### src/rtl/dm_wb_cache.sv
module dm_wb_cache #(
  parameter int ADDR_W    = 8,
  parameter int IDX_W     = 2,
  parameter int WORD_W    = 32,
  parameter int ID_W      = 2,
  parameter int NREQ      = 2,
  parameter int HIT_DELAY = 2
) (
  input  logic                     clk,
  input  logic                     rst_n,
  input  logic [NREQ-1:0]          req_valid,
  input  logic [NREQ*ID_W-1:0]     req_id,
  input  logic [NREQ*2-1:0]        req_op,
  input  logic [NREQ*ADDR_W-1:0]   req_addr,
  input  logic [NREQ*WORD_W*4-1:0] req_wdata,
  output logic [NREQ-1:0]          done,
  output logic [WORD_W*4-1:0]      rdata,
  output logic                     mem_req,
  output logic                     mem_write,
  output logic [ADDR_W-1:0]        mem_addr,
  output logic [WORD_W*4-1:0]      mem_wdata,
  input  logic [WORD_W*4-1:0]      mem_rdata,
  input  logic                     mem_done
);
  localparam int OFF_W  = 2;
  localparam int LINE_W = WORD_W * (1 << OFF_W);
  localparam int TAG_W  = ADDR_W - IDX_W - OFF_W;
  localparam int LINES  = 1 << IDX_W;
  localparam int CW     = $clog2(HIT_DELAY + 2);
  localparam int SW     = (NREQ > 1) ? $clog2(NREQ) : 1;

  logic [LINE_W-1:0] data_q [LINES];
  logic [TAG_W-1:0]  tag_q  [LINES];
  logic [LINES-1:0]  vld_q, dirty_q;
  logic [ID_W-1:0]   owner_q;
  logic [CW-1:0]     cnt_q;

  logic              found;
  logic [SW-1:0]     sel;
  logic [ID_W-1:0]   cur_id;
  logic [1:0]        cur_op;
  logic [ADDR_W-1:0] cur_addr;
  logic [LINE_W-1:0] cur_wdata;

  always_comb begin
    found = 1'b0;
    sel   = '0;
    for (int p = 0; p < NREQ; p++) begin
      if (!found && req_valid[p] && req_id[p*ID_W +: ID_W] != '0 &&
          (owner_q == '0 || req_id[p*ID_W +: ID_W] == owner_q)) begin
        found = 1'b1;
        sel   = SW'(p);
      end
    end
  end

  assign cur_id    = req_id[sel*ID_W +: ID_W];
  assign cur_op    = req_op[sel*2 +: 2];
  assign cur_addr  = req_addr[sel*ADDR_W +: ADDR_W];
  assign cur_wdata = req_wdata[sel*LINE_W +: LINE_W];

  logic [TAG_W-1:0] a_tag;
  logic [IDX_W-1:0] a_idx;
  logic [OFF_W-1:0] a_off;
  assign {a_tag, a_idx, a_off} = cur_addr;

  logic is_write, is_line, hit, miss, fin;
  assign is_write = cur_op[0];
  assign is_line  = cur_op[1];
  assign hit      = vld_q[a_idx] && tag_q[a_idx] == a_tag;
  assign miss     = found && !hit;
  assign fin      = found && hit && cnt_q == '0;

  assign mem_req   = miss;
  assign mem_write = dirty_q[a_idx];
  assign mem_addr  = dirty_q[a_idx] ? {tag_q[a_idx], a_idx, {OFF_W{1'b0}}}
                                    : {a_tag, a_idx, {OFF_W{1'b0}}};
  assign mem_wdata = data_q[a_idx];

  always_comb begin
    for (int p = 0; p < NREQ; p++) done[p] = fin && sel == SW'(p);
    rdata = '0;
    if (fin && !is_write) begin
      if (is_line) rdata = data_q[a_idx];
      else rdata[WORD_W-1:0] = data_q[a_idx][a_off*WORD_W +: WORD_W];
    end
  end

  always_ff @(posedge clk) begin
    if (!rst_n) begin
      vld_q   <= '0;
      dirty_q <= '0;
      owner_q <= '0;
      cnt_q   <= CW'(HIT_DELAY);
    end else begin
      if (found && owner_q == '0) owner_q <= cur_id;
      if (miss && mem_done) begin
        if (dirty_q[a_idx]) begin
          dirty_q[a_idx] <= 1'b0;
        end else begin
          vld_q[a_idx] <= 1'b1;
          tag_q[a_idx] <= a_tag;
        end
      end
      if (fin) begin
        cnt_q   <= CW'(HIT_DELAY);
        owner_q <= '0;
        if (is_write) dirty_q[a_idx] <= 1'b1;
      end else if (found && hit) begin
        cnt_q <= cnt_q - 1'b1;
      end
    end
  end

  always_ff @(posedge clk) begin
    if (miss && mem_done && !dirty_q[a_idx]) data_q[a_idx] <= mem_rdata;
    if (fin && is_write) begin
      if (is_line) data_q[a_idx] <= cur_wdata;
      else data_q[a_idx][a_off*WORD_W +: WORD_W] <= cur_wdata[WORD_W-1:0];
    end
  end
endmodule


### config.mk
export PLATFORM = sky130hd
export DESIGN_NAME = dm_wb_cache
export DESIGN_NICKNAME = d
export VERILOG_FILES = /design/src/rtl/dm_wb_cache.sv
export SDC_FILE = /design/constraint.sdc
export NUM_CORES = 1
export LEC_CHECK = 0
export BUFFER_PORTS_ARGS = -buffer_cell sky130_fd_sc_hd__buf_2
export CAP_MARGIN = 10
export CORE_MARGIN = 1
export CORE_UTILIZATION = 30
export DETAILED_ROUTE_END_ITERATION = 16
export SLEW_MARGIN = 20
export SYNTH_ARGS = -nofsm -noshare
export SYNTH_HDL_FRONTEND = slang
export SYNTH_SLANG_ARGS = --single-unit
### constraint.sdc
create_clock -name clk -period 6.45 [get_ports clk]
set_clock_uncertainty 0.2 [all_clocks]
set_input_delay 1.6125 -clock clk [delete_from_list [all_inputs] [get_ports clk]]
set_output_delay 1.6125 -clock clk [all_outputs]
set_load 0.05 [all_outputs]
* Word-level counts from Yosys, hierarchy flattened
Memories as Yosys holds them, arrays and structs flattened. Index checks and enable logic that the tools add are counted. Widths: inputs -> output; s select.
Cells by class: add/subtract/negate cells 2, order comparisons 2, equality and inequality tests 3, shifts and indexed selects 7, multiplexer cells 159, bitwise operators 136, reduce and logical (&&, ||, !) cells 29
Operator list (count):
- $mux 128 | 3
- $shiftx 256x9->128 | 1
- $mux 1 | 145
- $or 1x1->1 | 129
- $shift 32x34->128 const A | 1
- $shiftx 128x8->32 | 1
- $shiftx 32x34->128 | 1
- $mux 96 | 1
- $neg 7->34 | 1
- $mux 32 | 1
- $mux 4 | 5
- $logic_and 1x1->1 | 17
- $shiftx 16x5->8 | 1
- $mux 8 | 1
- $or 4x4->4 | 2
- $shiftx 4x3->2 | 2
- $and 4x4->4 | 1
- $bmux 1 s2 | 2
- $eq 2x2->1 | 2
- $eq 4x4->1 | 1
- $logic_not 1->1 | 4
- $logic_not 2->1 | 2
- $not 4->4 | 1
- $reduce_bool 2->1 | 2
- 8 further kinds | 11
Word-level totals: bits in registers 12, memory bits (writable) 528, input bits 413, output and inout bits 268, word-level logic and storage cells 344, memories kept 2
Memory list:
- data_q | depth 4, bits a word 128, read ports 1, clocked after Yosys merged registers in 0, wr ports 1, RTL line 32 | logic [LINE_W-1:0] data_q [LINES];
- tag_q | depth 4, bits a word 4, read ports 1, clocked after Yosys merged registers in 0, wr ports 1, RTL line 33 | logic [TAG_W-1:0] tag_q [LINES];

* Logic depth before layout (Yosys ltp)
depth in word-level cells 22, depth in mapped cells 12

* Least setup slack after synthesis
Ideal clock, no wire load.
kind input port to output port, start point in req_id[0], end point out rdata[17], data arrival time 5.158 ns, data required time 4.637 ns, path slack -0.520 ns, stages 9, buffers on the path 2, path through a21bo_2 > a41oi_2 > o211ai_4 > a21boi_2 > clkbuf_1 > buf_2 > mux2i_1 > a22oi_1 > a21oi_1
On the way: elaborated cells between the ends (all ways) 27
RTL lines:
- start, declared | RTL line 12 | input logic [NREQ*ID_W-1:0] req_id,
- $eq 2x2->1 / $reduce_bool 2->1 (equally long branches) | RTL line 50, 49
- $logic_or 1x1->1 / $logic_and 1x1->1 (equally long branches) | RTL line 50, 49
- $logic_and 1x1->1 (*) | RTL line 49 | if (!found && req_valid[p] && req_id[p*ID_W +: ID_W] != '0 &&
- $mux 1 (*) | RTL line 49
- $logic_not 1->1 (*) | RTL line 49
- $logic_and 1x1->1 (*) (3 in series) | RTL line 49
- $mux 1 (*) | RTL line 49
- $shiftx 16x5->8 (*) | RTL line 59 | assign cur_addr = req_addr[sel*ADDR_W +: ADDR_W];
- $mem_v2 4x128 (*)
- via mem_wdata[113] | RTL line 21 | output logic [WORD_W*4-1:0] mem_wdata,
- $shiftx 128x8->32 (*) | RTL line 85 | else rdata[WORD_W-1:0] = data_q[a_idx][a_off*WORD_W +: WORD_W];
- $mux 32 (*) | RTL line 84 | if (is_line) rdata = data_q[a_idx];
- $mux 128 (*) | RTL line 83 | if (fin && !is_write) begin
- end, declared | RTL line 17 | output logic [WORD_W*4-1:0] rdata,
The timed path passes the listed nets; every way through them passes the cells marked *. The select of a mux whose other input is x is not followed.

* Final worst setup path
start point in req_id[0], end point out rdata[0]
On the way: word-level cells in the longest chain between the ends 17, elaborated cells between the ends (all ways) 27
Ends and longest elaborated chain (RTL line):
- $eq 2x2->1 / $reduce_bool 2->1 (equally long branches) | 50, 49
- $logic_or 1x1->1 / $logic_and 1x1->1 (equally long branches) | 50, 49
- $logic_and 1x1->1 (*) | 49
- $mux 1 (*) | 49
- branches (longest 12 deep; another with $mem_v2 4x128)
- $mux 128 (*) | 83
Mark *: on every way between the ends. The select of a mux whose other input is x is not followed.

==> impl_metrics.yaml <==
worst_setup_path:
  worstSetupStartpointType: "input pin"
  crit_type: "in2out"
  critPathArrivalTime_ns: 4.61
  worstPathRequired_ns: 4.64
  critPathCaptureType: "primary output"
  cp_max_fo: 15
job:
  cap_violations: 0
cells_and_area:
  layout-drive-gt1-share: 0.391
  ff_latch_area_sq_um: 16100
  layout_commonest_cell: "buf_2"
  layout_common_cells: "buf_2, edfxtp_1, nand2_1, buf_4, a21oi_1"
  postLayoutCellArea_sq_um: 37300
  synthToLayoutAreaGrowth_pct: 37.6
  utilization: 0.420
  nets: 3572
  nFillCells: 8444
  fin_cells: 4366
  multiInputGateArea_sq_um: 10800
sta:
  drv_slew: 0
  setup_viol: 0
  max-slew-margin-rel: 0.248
  final.setup.worst_slack_ns: 0.0322
  fmax_mhz: 156
  holdWs_ns: 0.281
  period_needed_ns: 6.42
  timing.final.crit_share: 0.995
  grt_setup_unrepaired: "true"
  hold_viol_final: 0
  worstMarginPinSlew_ns: 1.10
power:
  p_switching_w: 0.00316
  combPwrFrac: 0.285
  switching_share: 0.323
  seqPwrFrac: 0.407
  pwr-share-clk: 0.308
  powerDensity_nw_per_um2: 262
  p_leak_nw: 14.8
  peakVddDrop_uv: 188
  p_int_w: 0.00661
die:
  placementRows: 109
  die_w_microns: 303
  initial_utilization: 0.305
  die_area_sq_um: 91700
  dieHeight_microns: 303
  io_pins: 681
  coreArea_sq_um: 88900
clock_tree:
  cts_made_buffers: 50
  clock_path_buffers: 3
  clk_transition_reported_paths_ns: 0.07
  worstSkewPairLatency_ns: 0.60
  cts_hold_buf: 0
  cts_tree: "yes"
  root_buffer: "clkbuf_16"
  clock_sinks: 540
  cts_max_level: 2
drt:
  drtIter0Drc: 2213
  vias: 23657
  drcViolationCount: 0
  dr.pass1.iters: 5
  drtAntennaViolNets: 0
  wl_per_cell_microns: 27.5
  routed_wirelength_mm: 120
  viasPerCell: 5.42
placement:
  placedCellCount: 4258
  place_area_sq_um: 35400
  io_buffers: 678
  hpwl_mm: 91.8
  pre_cts_ws_ns: -0.192
  place_congestion: 0.897
synth:
  ys.flop_type: "edfxtp_1"
  yosys.area.top_type: "edfxtp_1"
  synth_area_leaders: "edfxtp_1, mux2i_1, a21oi_1"
  avgSynthCellArea_sq_um: 11.8
  synth_cell_type_count: 63
  yosysWarnings: 0
  synth_seq_area_share: 0.593
  netlist_area_sq_um: 27100
  synthCells: 2305
  synth-async-reset-ratio: 0
  synth_top_area_share: 0.584
  ys_ff_latch: 540
  synth_edf_count: 528
global_routing:
  gr-total-overflow: 0
  grt_max_degree: 60
  busiest_layer: "met2"
  gr-usage-met1: 0.354
  grt_use_met3: 0.0523
  grt.total_usage: 0.253
  antenna_found_initial: 19
  grt_pass1_vias: 21845
  use_met2: 0.401
  grt_pass1_wl_mm: 163
outcome:
  status: "finished clean"
min_path:
  min_path_type: "reg2reg"
-- kinds of logic after synthesis --
logic type	count (synthesis)	share of synthesized area
other cells	1	0.000138
mux	231	0.0903
flops	540	0.593
simple gates	565	0.0994
compound gates	735	0.176
fa+ha+maj	6	0.00277
xor+xnor	8	0.00258
buf+inv	219	0.0352
-- power by group through the flow --
stage          Clock [W]  Sequential [W]  Combinational [W]
6_report         0.00300         0.00398            0.00279
4_1_cts          0.00302         0.00398            0.00276
3_5_place_dp           0         0.00405            0.00273
5_1_grt          0.00315         0.00398            0.00291
3_3_place_gp           0         0.00405            0.00272
2_1_floorplan          0         0.00405            0.00141
-- path summary, 6_finish.rpt --
kind              startpoint  slack [ns]            end  depth (start not counted)
setup reg to reg  owner_q[1]        1.92  data_q[2][39]                         12
setup / recovery   req_id[0]        0.03       rdata[0]                         14
hold reg to reg     cnt_q[0]        0.28       cnt_q[0]                          2
hold / removal      cnt_q[0]        0.28       cnt_q[0]                          2
-- registers in the layout (all words and copies together), names as in the netlist --
signal	count
cnt_q	2
owner_q	2
dirty_q	4
data_q	512
vld_q	4
tag_q	16
-- worst max-delay path, stage by stage --
cell	delay (ns)
buf_2	0.12
a21bo_2	0.22
a41oi_2	0.25
o211ai_4	0.12
buf_12	0.16
buf_4	0.15
a21oi_4	0.16
buf_12	0.14
buf_4	0.28
mux2i_1	0.15
a211oi_1	0.52
o32ai_1	0.20
a21oi_2	0.17
buf_2	0.33
-- area by class of cell --
cell class,instances,area share
clock buffers,57,0.0348
well taps,1165,0.0390
diodes,8,0.000536
multi-input cells,1547,0.289
clock inverters,35,0.00891
inverters,32,0.00342
repair buffers,982,0.193
flip-flops and latches,540,0.431
-- synthesized netlist by cell type, drive strengths merged, types with 38 or more instances --
cell type / number
and2: 98
a221oi: 43
nand2: 328
mux2i: 220
o21ai: 78
o22ai: 65
clkbuf: 110
o211ai: 38
a211oi: 122
edfxtp: 528
buf: 77
a21oi: 291
nor2b: 39
-- metal layers --
| layer | vias up | share of wire |
|---|---|---|
| met4 | 8 | 0.022 |
| met2 | 1197 | 0.46 |
| met1 | 11779 | 0.44 |
| met3 | 141 | 0.084 |
| li1 | 10532 | - |
| met5 | - | 0.00047 |
-- metrics by stage --
stage	total power [W]	TNS (ns)
floorplan	0.00546	-1.26
global placement	0.00677	-0.659
detailed placement	0.00679	-0.736
CTS	0.00976	0
global route	0.0100	-0.0396
finish	0.00977	0
-- repair_timing --
item                                    4_1_cts  5_1_grt
hold endpoints to repair                      0        0
setup buffers                                 3        5
endpoints found under the setup margin       15       25
gates resized for setup                      10       28
pin swaps                                     3        2
Power figures use the tool's default switching activity.
